[src/rtl/nic_pkg.sv]
package nic_pkg;

   localparam logic ADDR_EN  = 1'b0;
   localparam logic ADDR_PRI = 1'b1;

   typedef enum logic {
      LVL_LO = 1'b0,
      LVL_HI = 1'b1
   } nic_lvl_e;

   function automatic logic [31:0] nic_vector(input logic [31:0] idx,
                                              input logic [31:0] base,
                                              input logic [31:0] stride);
      return base + idx * stride;
   endfunction

endpackage

[src/rtl/nic_regs.sv]
module nic_regs #(
   parameter int NUM_SRC = 6,
   parameter int DATA_W  = 8
) (
   input  logic               clk,
   input  logic               rst_n,
   input  logic               wr_i,
   input  logic               addr_i,
   input  logic [DATA_W-1:0]  wdata_i,
   output logic [DATA_W-1:0]  rdata_o,
   output logic [NUM_SRC-1:0] en_o,
   output logic               ea_o,
   output logic [NUM_SRC-1:0] pri_o
);
   import nic_pkg::*;

   localparam int EA_BIT = DATA_W - 1;

   logic [NUM_SRC-1:0] en_q;
   logic [NUM_SRC-1:0] pri_q;
   logic               ea_q;

   always_ff @(posedge clk or negedge rst_n) begin
      if (!rst_n) begin
         en_q  <= '0;
         pri_q <= '0;
         ea_q  <= 1'b0;
      end else if (wr_i) begin
         if (addr_i == ADDR_EN) begin
            en_q <= wdata_i[NUM_SRC-1:0];
            ea_q <= wdata_i[EA_BIT];
         end else begin
            pri_q <= wdata_i[NUM_SRC-1:0];
         end
      end
   end

   always_comb begin
      rdata_o = '0;
      if (addr_i == ADDR_EN) begin
         rdata_o[NUM_SRC-1:0] = en_q;
         rdata_o[EA_BIT]      = ea_q;
      end else begin
         rdata_o[NUM_SRC-1:0] = pri_q;
      end
   end

   assign en_o  = en_q;
   assign ea_o  = ea_q;
   assign pri_o = pri_q;

endmodule

[src/rtl/nic_pick.sv]
module nic_pick #(
   parameter int N     = 6,
   parameter int IDX_W = (N > 1) ? $clog2(N) : 1
) (
   input  logic [N-1:0]     req_i,
   output logic             any_o,
   output logic [IDX_W-1:0] idx_o
);
   logic [N-1:0] lowest;

   assign lowest = req_i & (~req_i + N'(1));
   assign any_o  = |req_i;

   always_comb begin
      idx_o = '0;
      for (int i = 0; i < N; i++) begin
         if (lowest[i]) idx_o = IDX_W'(i);
      end
   end

endmodule

[src/rtl/nic_nest.sv]
module nic_nest (
   input  logic clk,
   input  logic rst_n,
   input  logic take_i,
   input  logic take_hi_i,
   input  logic reti_i,
   output logic isr_hi_o,
   output logic isr_lo_o
);
   logic hi_q, lo_q;
   logic hi_d, lo_d;

   always_comb begin
      hi_d = hi_q;
      lo_d = lo_q;
      if (reti_i) begin
         if (hi_q) hi_d = 1'b0;
         else      lo_d = 1'b0;
      end
      if (take_i) begin
         if (take_hi_i) hi_d = 1'b1;
         else           lo_d = 1'b1;
      end
   end

   always_ff @(posedge clk or negedge rst_n) begin
      if (!rst_n) begin
         hi_q <= 1'b0;
         lo_q <= 1'b0;
      end else begin
         hi_q <= hi_d;
         lo_q <= lo_d;
      end
   end

   assign isr_hi_o = hi_q;
   assign isr_lo_o = lo_q;

endmodule

[src/rtl/nest_irq_ctrl.sv]
module nest_irq_ctrl #(
   parameter int NUM_SRC    = 6,
   parameter int DATA_W     = 8,
   parameter int VEC_W      = 16,
   parameter int VEC_BASE   = 3,
   parameter int VEC_STRIDE = 8
) (
   input  logic               clk,
   input  logic               rst_n,
   input  logic               bus_wr_i,
   input  logic               bus_addr_i,
   input  logic [DATA_W-1:0]  bus_wdata_i,
   output logic [DATA_W-1:0]  bus_rdata_o,
   input  logic [NUM_SRC-1:0] src_req_i,
   output logic [NUM_SRC-1:0] src_ack_o,
   input  logic               reti_i,
   input  logic               cpu_take_i,
   output logic               cpu_irq_o,
   output logic [VEC_W-1:0]   cpu_vec_o
);
   import nic_pkg::*;

   localparam int IDX_W    = $clog2(NUM_SRC);
   localparam int VEC_LAST = VEC_BASE + (NUM_SRC - 1) * VEC_STRIDE;

   if (NUM_SRC < 2 || NUM_SRC > DATA_W - 1) begin : g_bad_src
      $error("NUM_SRC must lie between 2 and DATA_W-1");
   end
   if (VEC_W < 32 && VEC_LAST >= (1 << VEC_W)) begin : g_bad_vec
      $error("vector table does not fit in VEC_W bits");
   end

   logic [NUM_SRC-1:0] en_w, pri_w;
   logic               ea_w;
   logic               isr_hi_w, isr_lo_w;

   nic_regs #(.NUM_SRC(NUM_SRC), .DATA_W(DATA_W)) u_regs (
      .clk     (clk),
      .rst_n   (rst_n),
      .wr_i    (bus_wr_i),
      .addr_i  (bus_addr_i),
      .wdata_i (bus_wdata_i),
      .rdata_o (bus_rdata_o),
      .en_o    (en_w),
      .ea_o    (ea_w),
      .pri_o   (pri_w)
   );

   // eligibility per level, gated by the open/closed state of each level
   logic [NUM_SRC-1:0] elig, hi_cand, lo_cand;
   logic               hi_open, lo_open;

   assign hi_open = ~isr_hi_w;
   assign lo_open = ~isr_hi_w & ~isr_lo_w;
   assign elig    = src_req_i & en_w & {NUM_SRC{ea_w}};
   assign hi_cand = elig &  pri_w & {NUM_SRC{hi_open}};
   assign lo_cand = elig & ~pri_w & {NUM_SRC{lo_open}};

   logic             hi_any, lo_any;
   logic [IDX_W-1:0] hi_idx, lo_idx;

   nic_pick #(.N(NUM_SRC), .IDX_W(IDX_W)) u_pick_hi (
      .req_i (hi_cand),
      .any_o (hi_any),
      .idx_o (hi_idx)
   );

   nic_pick #(.N(NUM_SRC), .IDX_W(IDX_W)) u_pick_lo (
      .req_i (lo_cand),
      .any_o (lo_any),
      .idx_o (lo_idx)
   );

   logic             win_valid;
   logic [IDX_W-1:0] win_idx;

   assign win_valid = hi_any | lo_any;
   assign win_idx   = hi_any ? hi_idx : lo_idx;

   // registered request to the core
   logic             irq_q;
   logic [IDX_W-1:0] id_q;
   logic             take_hit, hold_off;
   nic_lvl_e         take_lvl;

   assign take_hit = cpu_take_i & irq_q;
   assign hold_off = reti_i | bus_wr_i | take_hit;
   assign take_lvl = pri_w[id_q] ? LVL_HI : LVL_LO;

   always_ff @(posedge clk or negedge rst_n) begin
      if (!rst_n) begin
         irq_q <= 1'b0;
         id_q  <= '0;
      end else begin
         irq_q <= win_valid & ~hold_off;
         if (win_valid) id_q <= win_idx;
      end
   end

   nic_nest u_nest (
      .clk       (clk),
      .rst_n     (rst_n),
      .take_i    (take_hit),
      .take_hi_i (take_lvl == LVL_HI),
      .reti_i    (reti_i),
      .isr_hi_o  (isr_hi_w),
      .isr_lo_o  (isr_lo_w)
   );

   assign cpu_irq_o = irq_q;
   assign cpu_vec_o = irq_q ? VEC_W'(nic_vector(32'(id_q), 32'(VEC_BASE), 32'(VEC_STRIDE)))
                            : '0;
   assign src_ack_o = take_hit ? (NUM_SRC'(1) << id_q) : '0;

endmodule

[config.mk]
export PLATFORM = sky130hd
export DESIGN_NAME = nest_irq_ctrl
export DESIGN_NICKNAME = d
export VERILOG_FILES = /design/src/rtl/nic_pkg.sv /design/src/rtl/nic_regs.sv /design/src/rtl/nic_pick.sv /design/src/rtl/nic_nest.sv /design/src/rtl/nest_irq_ctrl.sv
export SDC_FILE = /design/constraint.sdc
export NUM_CORES = 1
export LEC_CHECK = 0
export ABC_AREA = 0
export CAP_MARGIN = 10
export CORE_MARGIN = 2
export CORE_UTILIZATION = 45
export DETAILED_ROUTE_END_ITERATION = 6
export GPL_TIMING_DRIVEN = 0
export HOLD_SLACK_MARGIN = 0.1
export PLACE_DENSITY = 0.93
export SETUP_SLACK_MARGIN = 0.2
export SYNTH_ARGS = -nofsm -noshare
export SYNTH_HDL_FRONTEND = slang
export SYNTH_HIERARCHICAL = 1
export SYNTH_SLANG_ARGS = --single-unit
export TNS_END_PERCENT = 1
[constraint.sdc]
create_clock -name clk -period 4.5 [get_ports clk]
set_input_delay 0.9 -clock clk [delete_from_list [all_inputs] [get_ports clk]]
set_output_delay 0.9 -clock clk [all_outputs]
set_load 0.005 [all_outputs]
======== Yosys cells after proc, flatten, opt, wreduce, memory -nomap -nowiden ========
Index checks and enable logic that the tools add are counted.
storage, ports and cells
  flip-flop bits (word level) ............. 19
  bits in latches ......................... 0
  RAM bits ................................ 0
  memory bits (read-only) ................. 0
  output and inout port bits .............. 31
  word-level logic and storage cells ...... 62
  memories kept ........................... 0
cells by class
  add/subtract/negate cells ............... 3
  multiply operators ...................... 0
  div/mod/pow operators ................... 0
  $lt $le $gt $ge ......................... 1
  equality and inequality tests ........... 0
  shift operators ......................... 1
  muxes and demuxes ....................... 25
  bitwise gates (word level) .............. 21
  reductions and logical operators ........ 4
operators with widths
  cell                                                                           count
  6-bit bitwise AND                                                              8
  6-bit inverter                                                                 3
  3-bit 2-to-1 mux                                                               5
  6-bit by 1-bit adder with 6-bit output (second input constant)                 2
  1-bit 2-to-1 mux                                                               12
  6-bit 2-to-1 mux                                                               2
  6-bit OR reduction                                                             2
  2-bit 2-to-1 mux                                                               4
  2-bit by 6-bit adder with 7-bit output (first input constant)                  1
  7-bit 2-to-1 mux                                                               1
  1-bit by 3-bit << shifter with 6-bit output (first input constant)             1
  3-bit by 4-bit less-than comparator with 1-bit output (second input constant)  1
  1-bit inverter                                                                 4
  2-bit AND reduction                                                            2
  1-bit bitwise AND                                                              3
  1-bit binary-select mux with 3-bit select                                      1
  1-bit OR                                                                       3

======== Depth between registers and ports, before layout ========
  word-level depth ........................ 13
  depth in mapped cells ................... 7
  depth with buffers taken out ............ 7

======== Hierarchy ========
Netlist, hierarchy kept.
by module, submodules not included
  module         instances  cells each  area an instance (sq um)
  nic_regs       1          39          620.6
  nest_irq_ctrl  1          76          525.5
  nic_pick       2          10          57.6
  nic_nest       1          8           81.3

======== Least setup slack after synthesis ========
OpenSTA, ideal clock, no wires.
  path kind ............................... input -> output
  from .................................... in bus_addr_i
  to ...................................... out bus_rdata_o[0]
  arrival time ............................ 1.346 ns
  path slack .............................. 2.254 ns
  stages on the path ...................... 2
  cells stage by stage .................... buf_6 -> mux2_2
on the way
  cells in the longest elaborated chain, start to end .. 1
ends and longest elaborated chain
  element             RTL line             text
  start: declaration  nest_irq_ctrl.sv:11  input logic bus_addr_i,
  6-bit 2-to-1 mux    nic_regs.sv:40       if (addr_i == ADDR_EN) begin
  end: declaration    nest_irq_ctrl.sv:13  output logic [DATA_W-1:0] bus_rdata_o,
No other way between the ends.

======== Worst setup path after layout ========
  from .................................... in cpu_take_i
  to ...................................... out src_ack_o[0]
on the way
  cells in the longest elaborated chain, start to end .. 2
ends and longest elaborated chain
  element             RTL line              text
  start: declaration  nest_irq_ctrl.sv:17   input logic cpu_take_i,
  1-bit bitwise AND   nest_irq_ctrl.sv:86   assign take_hit = cpu_take_i & irq_q;
  6-bit 2-to-1 mux    nest_irq_ctrl.sv:113  assign src_ack_o = take_hit ? (NUM_SRC'(1) << id_q) : '0;
  end: declaration    nest_irq_ctrl.sv:15   output logic [NUM_SRC-1:0] src_ack_o,
No other way between the ends.

==> summary.md <==
| Metric | Value |
|---|---|
| Status | finished, violations left |
| Failing checks | design-rule violations |
| Internal | about 0.37 mW |
| Post-CTS sizing | 0 |
| Worst Max-Slew Pin Slew | between 800 and 900 ps |
| Power per cell area | between 300 and 400 mW/mm2 |
| Avg Cell Area, Syn | 9.39 um2 |
| Net switching power figure | 0.182 mW |
| DRC errors left | 5 |
| Gpl congestion | roughly 0.83 |
| Max Fclk | between 300 and 400 MHz |
| CP startpoint kind | input port |
| Synth Instances | 143 |
| WP buf/inv | 2 |
| GRT overflow | 0 |
| Hold-fix buffers, CTS | 0 |
| Critical Path Slowest Stage Cell | clkdlybuf4s50_1 |
| Number of CTS-inserted buffers | 3 |
| Area of the mapped netlist | 0.00134 mm2 |
| Hold Crit Class | flip-flop to flip-flop |
| Longest Clk Path Bufs | 2 |
| Final Critical Period | 3100 ps |
| Post-layout net count | approximately 210 |
| Final setup vio count | 0 |
| Slew Viols, Final | 0 |
| Rows | 19 |
| Largest net degree at the start of global routing | 20 |
| FF+latch count, synth | 19 |
| RSZ-0062 raised after global routing | false |
| Initial drt markers | 34 |
| Vias per inst | around 5.0 |
| Clock-pin slew on the worst setup and hold paths | ~110 ps |
| Compound-Gate Fraction of Synth Area | 0.0457 |
| Initial core utilization | 0.479 |
| Yosys warns | 6 |
| Critical Path End Type | output pin |
| Most repeated library cell on the critical path | clkdlybuf4s50_1 |
| Power share of the sequential group | 0.418 |
| Worst clock skew | about 6.2 ps |
| Post-CTS Setup Repair Bufs | 0 |
| Met2 Wirelength | approximately 1400 um |
| Post-DP HPWL | ~2200 um |
| Arrival time at the worst endpoint | around 2200 ps |
| Max Used Layer | met4 |
| Synthesized-area fraction occupied by adder cells | 0 |
| Final period util | 0.689 |
| Delay-heaviest family, CP | buffers and inverters |
| XOR/XNOR share of the synthesized area | 0 |
| Die Area | approximately 0.0034 mm2 |
| H-tree depth | 1 |
| Crit-path cells | clkdlybuf4s50_1 -> nand2_1 -> nor4_1 -> clkdlybuf4s50_1 |
| Post-synth cell types | 28 |
| Diodes inserted | 0 |
| Leak | 0.794 nW |
| Routed WL per cell | roughly 12 um |
| Initial antenna violation count | 0 |
| Register area share after synthesis | 0.354 |
| Met3 routed WL | 193 um |
| Clock Power Share | 0.156 |
| Final core utilization | 0.644 |
| Post-route setup TNS | 0 ps |
| Max Cap Viol | 0 |
| Final Hold Viols | 0 |
| Wire length on met1 | 1130 um |
| CP peak stage delay | ~540 ps |
| Combinational share of power | 0.426 |
| Skew-Pair Late Insertion Delay | approximately 300 ps |
| TritonCTS clock tree | yes |
| Power Total | roughly 0.55 mW |
| Root buffer selected by CTS | clkbuf_4 |
| Via count | roughly 1100 |
| 1st-pass router iterations | 7 |
| Simple-gate share of the synthesized area | 0.244 |
| Port Buffers | 36 |
| Tot GR Track Use | 0.181 |
| Slew margin rel. | 0.431 |
| Maximum VDD drop | roughly 0.21 mV |
| Largest family of logic cells by synthesized area | simple AND/OR/NAND/NOR gates |
| Crit Path Category | input port to output pin |
| CTS Sinks | 19 |
| Mux cell area share after synthesis | 0.227 |
| Worst EP required | roughly 3600 ps |
| DRT Wirelength | 2790 um |
| Final ANT Viol Nets | 0 |
| First-pass GRT wire length | approximately 4800 um |
| Area Overhead vs Synth | 34.5% |
| Total core area | between 0.002 and 0.003 mm2 |
| Die Wd | between 50 and 60 um |
| Vias in the first global route | approximately 1100 |
| CP max FO | 4 |
| Chip height | 58.6 um |
| I/O pins | between 50 and 60 |
| Layout cell share with drive strength beyond 1 | 0.212 |
| Switch share | 0.330 |
## final timing paths
kind | cells past startpoint | start | slack, ps | end
setup / recovery | 4 | cpu_take_i | 1400 | src_ack_o[0]
hold / removal | 1 | u_regs/ea_o | 550 | u_regs/ea_o
setup reg to reg | 7 | u_nest/isr_hi_o | 2330 | id_q[2]
hold reg to reg | 1 | u_regs/ea_o | 550 | u_regs/ea_o
max in group asynchronous | 1 | rst_n | 2890 | u_regs/en_o[1]
min in group asynchronous | 1 | rst_n | 1080 | cpu_irq_o
## worst reg2reg max path, delay by kind of cell (launching register included)
family           cells  cell delay (ps)
multiplexers         1              220
AO/OA/AOI/OAI        1               90
flip-flops           1              410
AND/OR/NAND/NOR      5             1370
## layer usage
metal	GRT usage	vias to the layer above
met3	0.0418	4
met5	0	-
met4	0.0487	0
met1	0.220	505
met2	0.319	44
li1	-	567
## layout by cell type, fill, tap and decap left out, types with 4 or more instances in the layout
cell / instances
buf_4: 14
clkdlybuf4s50_1: 36
conb_1: 12
dfrtp_1: 19
inv_1: 6
mux2_1: 5
mux2_2: 7
mux2_4: 8
mux2i_1: 5
nand2_1: 17
nand2b_1: 5
nor2_1: 14
nor2b_1: 4
nor3_1: 11
o21ai_0: 5
## power by group through the flow
stage                     Sequential [mW]  Clock, mW  Combinational, mW
after CTS                           0.230     0.0908              0.236
after global routing                0.236      0.104              0.257
after floorplan                     0.224          0              0.160
after detailed placement            0.233          0              0.236
after global placement              0.231          0              0.229
final                               0.230     0.0861              0.234
## stage by stage
stage	setup slack [ps]	hold WS, ps	instances	area, um2
after floorplan	2250	478	153	1380
after global placement	1390	511	220	1780
after global routing	1320	578	224	1810
final	1400	551	224	1810
after detailed placement	1400	521	220	1780
after CTS	1390	547	224	1810
## synth_stat cells (all sizes together)
library cell   n  area (um2)
nor4           4        37.5
a22o           1        8.76
nand3          2        10.0
a221oi         2        17.5
nand2b         6        40.0
nand2         18        70.1
o311a          1        10.0
and4           1        8.76
nor2b          5        33.8
inv            6        22.5
o21ai          5        25.0
nor3          11        55.1
buf           17         139
clkbuf         1        3.75
mux2i          5        50.1
conb           2        7.51
dfrtp         19         475
mux2          20         255
nor2          14        52.6
and2           3        20.0
## logic make-up after synthesis
group	Yosys count
mux	25
simple gates	64
other cells	2
flops	19
compound gates	9
buf+inv	24
## registers in the layout (all words and copies together) (netlist names)
name and flops:
cpu_irq_o 1, u_nest/isr_hi_o 1, id_q 3, u_nest/isr_lo_o 1, u_regs/ea_o 1, u_regs/pri_o 6
u_regs/en_o 6
## final cells by class
class | count | area (um2)
well taps | 31 | 38.8
fillers | 239 | 1000
clock buffers | 4 | 26.3
inverters | 6 | 22.5
multi-input cells | 110 | 739
plain buffers | 18 | 143
flip-flops and latches | 19 | 475
repair buffers | 36 | 360
(Power assumes the default switching activity.)
